<file path="src/rtl/memsel_pkg.sv">
package memsel_pkg;

  // Wait states needed to cover an access time plus decode delay within a bus budget.
  function automatic int unsigned wait_states(int unsigned acc_ns, int unsigned dec_ns,
                                              int unsigned budget_ns, int unsigned wait_ns);
    int unsigned need;
    need = acc_ns + dec_ns;
    if (need <= budget_ns) return 0;
    return (need - budget_ns + wait_ns - 1) / wait_ns;
  endfunction

endpackage

</file>
<file path="src/rtl/memsel_onehot_dec.sv">
module memsel_onehot_dec #(
  parameter int unsigned SEL_W = 3,
  localparam int unsigned N_OUT = 1 << SEL_W
) (
  input  logic             g1_i,
  input  logic             g2a_ni,
  input  logic             g2b_ni,
  input  logic [SEL_W-1:0] sel_i,
  output logic [N_OUT-1:0] out_no
);
  logic en;
  assign en = g1_i & ~g2a_ni & ~g2b_ni;

  for (genvar i = 0; i < N_OUT; i++) begin : g_out
    assign out_no[i] = ~(en && (sel_i == SEL_W'(i)));
  end
endmodule

</file>
<file path="src/rtl/memsel_wait_gen.sv">
module memsel_wait_gen #(
  parameter int unsigned WAIT = 1
) (
  input  logic clk_i,
  input  logic rst_ni,
  input  logic active_i,
  output logic ready_o
);
  if (WAIT == 0) begin : g_none
    logic unused_in;
    assign unused_in = clk_i ^ rst_ni ^ active_i;
    assign ready_o   = 1'b1;
  end else begin : g_cnt
    localparam int unsigned CW = (WAIT < 2) ? 1 : $clog2(WAIT + 1);
    logic          act_q;
    logic [CW-1:0] cnt_q;
    logic          start;

    assign start = active_i & ~act_q;

    always_ff @(posedge clk_i or negedge rst_ni) begin
      if (!rst_ni) begin
        act_q <= 1'b0;
        cnt_q <= '0;
      end else begin
        act_q <= active_i;
        if (start)                          cnt_q <= CW'(WAIT - 1);
        else if (active_i && cnt_q != '0)   cnt_q <= cnt_q - CW'(1);
        else if (!active_i)                 cnt_q <= '0;
      end
    end

    // low in the starting cycle and while owed cycles remain
    assign ready_o = ~(active_i & (start | (cnt_q != '0)));
  end
endmodule

</file>
<file path="src/rtl/memsel_decoder.sv">
module memsel_decoder #(
  parameter int unsigned ADDR_W     = 20,
  parameter int unsigned ROM_DEV_AW = 12,
  parameter int unsigned ROM_SEL_W  = 3,
  parameter int unsigned RAM_DEV_AW = 15,
  parameter int unsigned RAM_SEL_W  = 4,
  parameter int unsigned ROM_ACC_NS = 450,
  parameter int unsigned RAM_ACC_NS = 10,
  parameter int unsigned DEC_NS     = 12,
  parameter int unsigned BUS_NS     = 460,
  parameter int unsigned WAIT_NS    = 200,
  localparam int unsigned ROM_N     = 1 << ROM_SEL_W,
  localparam int unsigned RAM_N     = 1 << RAM_SEL_W
) (
  input  logic              clk_i,
  input  logic              rst_ni,
  input  logic [ADDR_W-1:0] addr_i,
  input  logic              io_cycle_i,
  input  logic              rd_ni,
  input  logic              wr_ni,
  output logic [ROM_N-1:0]  rom_cs_no,
  output logic [RAM_N-1:0]  ram_cs_no,
  output logic              ready_o
);
  import memsel_pkg::*;

  localparam int unsigned ROM_SEL_LO = ROM_DEV_AW;
  localparam int unsigned ROM_TAG_LO = ROM_DEV_AW + ROM_SEL_W;
  localparam int unsigned RAM_SEL_LO = RAM_DEV_AW;
  localparam int unsigned RAM_TAG_LO = RAM_DEV_AW + RAM_SEL_W;
  localparam int unsigned ROM_WAIT   = wait_states(ROM_ACC_NS, DEC_NS, BUS_NS, WAIT_NS);
  localparam int unsigned RAM_WAIT   = wait_states(RAM_ACC_NS, DEC_NS, BUS_NS, WAIT_NS);

  logic rom_tag_hit, ram_tag_hit;
  logic rom_act, ram_act;
  logic rom_rdy, ram_rdy;
  logic unused_low;

  assign rom_tag_hit = &addr_i[ADDR_W-1:ROM_TAG_LO];
  assign ram_tag_hit = ~|addr_i[ADDR_W-1:RAM_TAG_LO];
  assign unused_low  = ^addr_i[ROM_SEL_LO-1:0];

  memsel_onehot_dec #(.SEL_W(ROM_SEL_W)) u_rom_dec (
    .g1_i   (rom_tag_hit),
    .g2a_ni (io_cycle_i),
    .g2b_ni (rd_ni),
    .sel_i  (addr_i[ROM_TAG_LO-1:ROM_SEL_LO]),
    .out_no (rom_cs_no)
  );

  memsel_onehot_dec #(.SEL_W(RAM_SEL_W)) u_ram_dec (
    .g1_i   (ram_tag_hit),
    .g2a_ni (io_cycle_i),
    .g2b_ni (rd_ni & wr_ni),
    .sel_i  (addr_i[RAM_TAG_LO-1:RAM_SEL_LO]),
    .out_no (ram_cs_no)
  );

  assign rom_act = ~&rom_cs_no;
  assign ram_act = ~&ram_cs_no;

  memsel_wait_gen #(.WAIT(ROM_WAIT)) u_rom_wait (
    .clk_i, .rst_ni, .active_i(rom_act), .ready_o(rom_rdy)
  );

  memsel_wait_gen #(.WAIT(RAM_WAIT)) u_ram_wait (
    .clk_i, .rst_ni, .active_i(ram_act), .ready_o(ram_rdy)
  );

  assign ready_o = rom_rdy & ram_rdy;
endmodule

</file>
<file path="config.mk">
export PLATFORM = sky130hd
export DESIGN_NAME = memsel_decoder
export DESIGN_NICKNAME = d
export VERILOG_FILES = /design/src/rtl/memsel_pkg.sv /design/src/rtl/memsel_onehot_dec.sv /design/src/rtl/memsel_wait_gen.sv /design/src/rtl/memsel_decoder.sv
export SDC_FILE = /design/constraint.sdc
export NUM_CORES = 1
export LEC_CHECK = 0
export BUFFER_PORTS_ARGS = -buffer_cell sky130_fd_sc_hd__buf_2
export CORE_AREA = 2 2 39 41
export CTS_CLUSTER_SIZE = 10
export DETAILED_ROUTE_END_ITERATION = 10
export DIE_AREA = 0 0 41 43
export GPL_ROUTABILITY_DRIVEN = 0
export HOLD_SLACK_MARGIN = 0.1
export PLACE_DENSITY_LB_ADDON = 0.15
export SYNTH_ARGS = -nofsm -noshare
export SYNTH_HDL_FRONTEND = slang
export SYNTH_HIERARCHICAL = 1
export SYNTH_SLANG_ARGS = --single-unit
</file>
<file path="constraint.sdc">
create_clock -name clk_i -period 2.1 [get_ports clk_i]
set_input_delay 0 -clock clk_i [delete_from_list [all_inputs] [get_ports clk_i]]
set_output_delay 0 -clock clk_i [all_outputs]
set_load 0.05 [all_outputs]
</file>
**After elaboration in Yosys (flattened, before gate mapping)**

Cells that the tools add are included.
W data, S select, Z words.

- Bits in registers: 2
- Input port bits: 25
- Output and inout bits: 25
- Word-level logic and storage cells: 97

- Add/sub/neg operators: 1
- Eq/ne operators: 22
- Muxes and demuxes: 3
- Bitwise operators: 37
- Reduce and logical (&&, ||, !) cells: 32

Operators with widths:

| kind | number |
|---|---|
| $eq A4 B4 Y1 const B | 8 |
| $not A1 Y1 | 29 |
| $logic_and A1 B1 Y1 | 25 |
| $eq A4 B3 Y1 const B | 4 |
| $eq A3 B3 Y1 const B | 4 |
| $eq A4 B2 Y1 const B | 2 |
| $reduce_and A8 Y1 | 1 |
| $and A1 B1 Y1 | 7 |
| $eq A3 B2 Y1 const B | 2 |
| $reduce_and A5 Y1 | 1 |
| $eq A4 B1 Y1 const B | 1 |
| $logic_not A4 Y1 | 1 |
| $eq A3 B1 Y1 const B | 1 |
| $logic_not A3 Y1 | 1 |
| $mux W1 | 3 |
| $reduce_bool A3 Y1 | 1 |
| $logic_not A1 Y1 | 2 |
| $or A1 B1 Y1 | 1 |
| $sub A1 B1 Y1 const B | 1 |

**Depth between registers and ports, before layout**

Gate-level depths: netlist (run 1).

- Word-level depth: 11
- Gate-level depth with buffers: 8

**Cells and area by module**

The synthesis (run 1) kept the hierarchy.

Modules (own cells, without submodules):

| module | instances | cells each | area each (um^2) |
|---|---|---|---|
| memsel_onehot_dec (u_ram_dec) | 1 | 29 | 173.9 |
| memsel_onehot_dec (u_rom_dec) | 1 | 14 | 88.8 |
| memsel_decoder | 1 | 14 | 80.1 |
| memsel_wait_gen (u_rom_wait) | 1 | 5 | 66.3 |
| memsel_wait_gen (u_ram_wait) | 1 | 2 | 11.3 |

**Least setup slack after synthesis (run 1)**

OpenSTA, ideal clock, no wires.

- Path kind: in2out
- Start: input addr_i[19]
- End: output ready_o
- Arrival: 1.605 ns
- Required time: 2.100 ns
- Path slack: 0.495 ns
- Stages on the path: 8
- Cells stage by stage: nand3_1 nor2_1 nor3b_2 nand3_1 nand4_1 or2_2 o21ai_2 and2_1

- Cells in the longest elaborated chain, start to end: 11
- Elaborated cells on any way between the ends: 25

RTL lines:

| what | RTL line | source |
|---|---|---|
| start, declared | memsel_decoder.sv:17 | `input logic [ADDR_W-1:0] addr_i,` |
| $reduce_and A5 Y1 * | memsel_decoder.sv:39 | `assign rom_tag_hit = &addr_i[ADDR_W-1:ROM_TAG_LO];` |
| net rom_tag_hit | memsel_decoder.sv:34 | `logic rom_tag_hit, ram_tag_hit;` |
| $and A1 B1 Y1 * (2 in series) | memsel_onehot_dec.sv:12 | `assign en = g1_i & ~g2a_ni & ~g2b_ni;` |
| $logic_and A1 B1 Y1 * | memsel_onehot_dec.sv:15 | `assign out_no[i] = ~(en && (sel_i == SEL_W'(i)));` |
| $not A1 Y1 * | memsel_onehot_dec.sv:15 |  |
| net rom_cs_no[2] | memsel_decoder.sv:21 | `output logic [ROM_N-1:0] rom_cs_no,` |
| $reduce_and A8 Y1 * | memsel_decoder.sv:59 | `assign rom_act = ~&rom_cs_no;` |
| $logic_not A1 Y1 * | memsel_decoder.sv:59 |  |
| net rom_act | memsel_decoder.sv:35 | `logic rom_act, ram_act;` |
| $and A1 B1 Y1 | memsel_wait_gen.sv:19 | `assign start = active_i & ~act_q;` |
| $or A1 B1 Y1 | memsel_wait_gen.sv:34 | `assign ready_o = ~(active_i & (start \| (cnt_q != '0)));` |
| $and A1 B1 Y1 * | memsel_wait_gen.sv:34 |  |
| $not A1 Y1 * | memsel_wait_gen.sv:34 |  |
| end, declared | memsel_decoder.sv:23 | `output logic ready_o` |

Mark *: on every way through the listed nets, which the timed path passes. The rest lies on a longest branch.

**Worst setup path after layout (run 1)**

- Start: input addr_i[18]
- End: output ready_o

- Cells in the longest elaborated chain, start to end: 11
- Elaborated cells on any way between the ends: 25

RTL lines:

| what | RTL line |
|---|---|
| $reduce_and A5 Y1 * | memsel_decoder.sv:39 |
| net rom_tag_hit | memsel_decoder.sv:34 |
| $and A1 B1 Y1 * (2 in series) | memsel_onehot_dec.sv:12 |
| $logic_and A1 B1 Y1 | memsel_onehot_dec.sv:15 |
| $not A1 Y1 | memsel_onehot_dec.sv:15 |
| $reduce_and A8 Y1 * | memsel_decoder.sv:59 |
| $logic_not A1 Y1 * | memsel_decoder.sv:59 |
| net rom_act | memsel_decoder.sv:35 |
| $and A1 B1 Y1 | memsel_wait_gen.sv:19 |
| $or A1 B1 Y1 | memsel_wait_gen.sv:34 |
| $and A1 B1 Y1 * | memsel_wait_gen.sv:34 |
| $not A1 Y1 * | memsel_wait_gen.sv:34 |

Marked as above.

==> out/metrics.cfg, run 1 <==
[status]
status=finished, final reports clean

[cts]
path_clk_slew_ps=30
clock_sinks=2
cts_setup_buffers=0
cts_tree=built
ctsResizeCount=0
htreeDepth=1
cts_buffers=3
clockRootBuffer=clkbuf_4
clock_tree.buffer_depth=2

[timing]
timing.setup.tns_ps=0
rsz0062_at_grt=no
whs_ps=251
setup_viol=0
final-hold-violation-count=0
setup_ws_ps=690
final-max-slew-violation-count=0
period_minus_slack_ps=1410
finalCritPeriodShare=0.671
fmaxAchievable_ghz=0.709

[critical_path]
cp.required_ps=2100
slowest_stage=or2_2
crit_type=input pin to output pin
critPathMaxFanout=13
critPathArrivalTime_ps=1410
end_kind=output pin
cpMostUsedCell=buf_2
critPathMaxStageDelay_ps=300
worstPathCellList=buf_2 -> nand2_1 -> nor2_1 -> and3b_1 -> nand3_1 -> nand4_1 -> or2_2 -> o21ai_2 -> and2_1 -> buf_2
start_kind=input pin

[power_and_ir_drop]
p_leak_nw=0.251
max-vdd-ir-drop_uv=357
powerDensity_mw_per_mm2=310

[synthesis]
syn_inst=59
syn_nets=84
syn_area_sq_um=388
synth.avg_cell_area_sq_um=6.57
synth_warnings=6

[grt]
grt_pass1_wl_mm=1.47
grt_max_degree=14
antenna_found_initial=0
gr-usage-all-layers=0.111
grt_pass1_vias=401
overflow=0

[drt]
drc=0
drt_iter0_drc=6
wl_per_cell_um=9.23
final_antenna_net_count=0
num_vias=511
routed_wl_mm=1.03
viasPerCell=4.56
drtPass1Iterations=4

[place]
dp_cells=107
place_ws_ps=688
portBuffers=37
dp.final_hpwl_um=804

[layout]
fillers=159
antenna_cells=0
fin_nets=123
drive_above_1_share=0.490
finalNonFillerCells=112
area_growth_pct=56.8
finish.utilization=0.439

[floorplanning]
die-area_sq_mm=0.00176
core_sq_mm=0.00138
row_count=14
die_w_um=41
pin_count=50
die_h_um=43
start_util=0.280

[min_path]
whs_path_depth=4
min_path_type=input pin to flip-flop

[flow_run]
drv_cap=0

-- per-stage QoR --
step / instance area (sq um) / power, mW
CTS: 608 / 0.193
floorplan: 388 / 0.0832
finish: 608 / 0.189
global placement: 566 / 0.104
detailed placement: 566 / 0.105
global route: 608 / 0.199
-- placed cells by master (no fill, tap or decap), types with 3 or more instances in the layout --
master and n:
buf_2 37, and3b_1 3, nand3_1 9, nand2_1 15, clkbuf_4 3, nor2_1 3, nand4_1 4
-- what timing repair did --
item / CTS / global route
hold endpoints to repair: 2 / 0
hold buffers: 2 / 0
setup endpoints to repair: 0 / 0
-- cell type report --
| class | instances | area [sq um] | area share |
|---|---|---|---|
| flip-flops and latches | 2 | 50.0 | 0.0823 |
| repair buffers | 39 | 205 | 0.337 |
| clock buffers | 3 | 22.5 | 0.0370 |
| inverters | 2 | 7.51 | 0.0123 |
| multi-input cells | 50 | 303 | 0.498 |
| well taps | 16 | 20.0 | 0.0329 |
-- sequential cells by signal, summed over array words and instances, names as in the netlist --
name,cells
u_rom_wait/g_cnt.act_q,1
u_rom_wait/g_cnt.cnt_q,1
-- routing by layer --
metal | part of all wire | track usage | up-vias
met3 | 0.092 | 0.0209 | 0
met1 | 0.44 | 0.128 | 213
met2 | 0.47 | 0.200 | 25
li1 | - | - | 273
met4 | 0 | 0.0200 | 0
met5 | 0 | 0 | -
-- critical path: cells and delay by family --
family	cells	cell delay [ps]
AO/OA/AOI/OAI	1	60
AND/OR/NAND/NOR	7	930
buffers and inverters	2	420
-- power by group --
| group | total, mW | internal [mW] | leakage, nW | switching, mW |
|---|---|---|---|---|
| clock network | 0.0818 | 0.0628 | 0.0138 | 0.0190 |
| logic | 0.0665 | 0.0242 | 0.212 | 0.0422 |
| registers | 0.0405 | 0.0400 | 0.0256 | 0.000469 |
-- final timing paths --
check / from / to / slack [ps]
max in group asynchronous: rst_ni / u_rom_wait/g_cnt.cnt_q$_DFFE_PN0P_ / 1320
hold / removal: addr_i[13] / u_rom_wait/g_cnt.act_q$_DFF_PN0_ / 250
setup / recovery: addr_i[18] / ready_o / 690
min in group asynchronous: rst_ni / u_rom_wait/g_cnt.act_q$_DFF_PN0_ / 650
Power figures use the tool's default switching activity.
==> run 2: changes to the inputs <==
Settings changed: CORE_AREA 2 2 39 41 to default, CORE_UTILIZATION from default to 28, DIE_AREA 0 0 41 43 to default.
Clock period 2.1 ns to 1.2 ns, I/O delays scaled along.
==> out/metrics.cfg, run 2 (synthesized netlist as in run 1, its figures left out) <==
[drt]
drc=0
wl_per_cell_um=9.66
drt_iter0_drc=11
routed_wl_mm=1.22
viasPerCell=4.73
final_antenna_net_count=0
num_vias=596
drtPass1Iterations=4

[timing]
setup_ws_ps=-56.7
finalCritPeriodShare=1.05
final-hold-violation-count=0
final-max-slew-violation-count=0
fmaxAchievable_ghz=0.796
rsz0062_at_grt=yes
timing.setup.tns_ps=-56.7
whs_ps=358
period_minus_slack_ps=1260
setup_viol=1

[critical_path]
slowest_stage=and3b_2
path_delay_family=simple AND/OR/NAND/NOR gates
critPathArrivalTime_ps=1260
critPathMaxFanout=4
critPathMaxStageDelay_ps=270
start_kind=input pin
end_kind=output pin
worstPathCellList=buf_8 -> nand3_4 -> nor2_4 -> and3b_2 -> nand3_4 -> nand4_1 -> or2_4 -> o21ai_2 -> and2_4 -> buf_8
crit_type=input pin to output pin
cp.required_ps=1200
worst-path-buf-inv=2

[grt]
grt_pass1_wl_mm=1.55
antenna_found_initial=0
grt_pass1_vias=406
gr-usage-all-layers=0.146
grt_max_degree=13
overflow=0

[place]
dp.final_hpwl_um=971
portBuffers=37

[status]
status=finished with violations
violations=negative setup slack

[layout]
drive_above_1_share=0.676
area_growth_pct=126
final_cell_mix=buf_2, buf_4, nand2_1
final_common_cell=buf_2
reg_top3=u_rom_wait/g_cnt.act_q: 1 flops, u_rom_wait/g_cnt.cnt_q: 1 flops
antenna_cells=0
fin_nets=138
fillers=117

[cts]
htreeDepth=1
clock_tree.buffer_depth=2
clockRootBuffer=clkbuf_4
cts_tree=built
path_clk_slew_ps=30
clock_sinks=2
cts_buffers=3

[power_and_ir_drop]
powerDensity_mw_per_mm2=454
p_leak_nw=0.441
max-vdd-ir-drop_uv=245

[flow_run]
drv_cap=0

[floorplanning]
die_h_um=39.2
die-area_sq_mm=0.00154
start_util=0.298
row_count=13
core_sq_mm=0.00130
die_w_um=39.2
pin_count=50

[min_path]
min_path_type=input pin to flip-flop

run 2: timing repair:
action,CTS,global route
hold buffers,2,0
pin swaps,9,5
setup buffers,3,0
setup endpoints to repair,2,1
hold endpoints to repair,2,0
resized for setup,13,5
cloned,0,0
run 2: metrics by stage:
stage / instance area [sq um] / utilization / setup WS [ps] / instances / power, mW
2_1_floorplan: 468 / - / -92.3 / 59 / 0.155
3_3_place_gp: 734 / 0.564 / -256 / 118 / 0.218
3_5_place_dp: 734 / 0.564 / -274 / 118 / 0.220
4_1_cts: 853 / 0.656 / -85.8 / 126 / 0.400
5_1_grt: 878 / 0.675 / -88.6 / 126 / 0.422
6_report: 878 / 0.675 / -56.7 / 126 / 0.399
run 2: power by group:
group	total (mW)	switching, mW	internal, mW	leakage [nW]
Sequential	0.0710	0.00106	0.0700	0.0256
Combinational	0.179	0.0960	0.0831	0.401
Clock	0.149	0.0387	0.110	0.0138
run 2: worst paths after layout:
kind | startpoint | depth (start not counted) | end | slack (ps)
worst max-delay path | addr_i[16] | 10 | ready_o | -60
worst min-delay path | addr_i[13] | 5 | u_rom_wait/g_cnt.act_q$_DFF_PN0_ | 360
max in group asynchronous | rst_ni | 3 | u_rom_wait/g_cnt.cnt_q$_DFFE_PN0P_ | 440
min in group asynchronous | rst_ni | 3 | u_rom_wait/g_cnt.act_q$_DFF_PN0_ | 630
run 2: per-layer routing:
metal  routed length (um)  GRT usage  up-vias
met4                    0     0.0517        0
met3                   45     0.0347        0
met5                    0          0        -
met1                  554      0.199      272
li1                     -          -      307
met2                  617      0.221       17
run 2: area by class of cell:
type                       instances  area, sq um  area share
inverter                           2         7.51     0.00855
clock buffer                       3         22.5      0.0256
sequential                         2         50.0      0.0570
multi-input combinational         50          413       0.470
timing repair buffer              54          367       0.417
tap                               15         18.8      0.0214
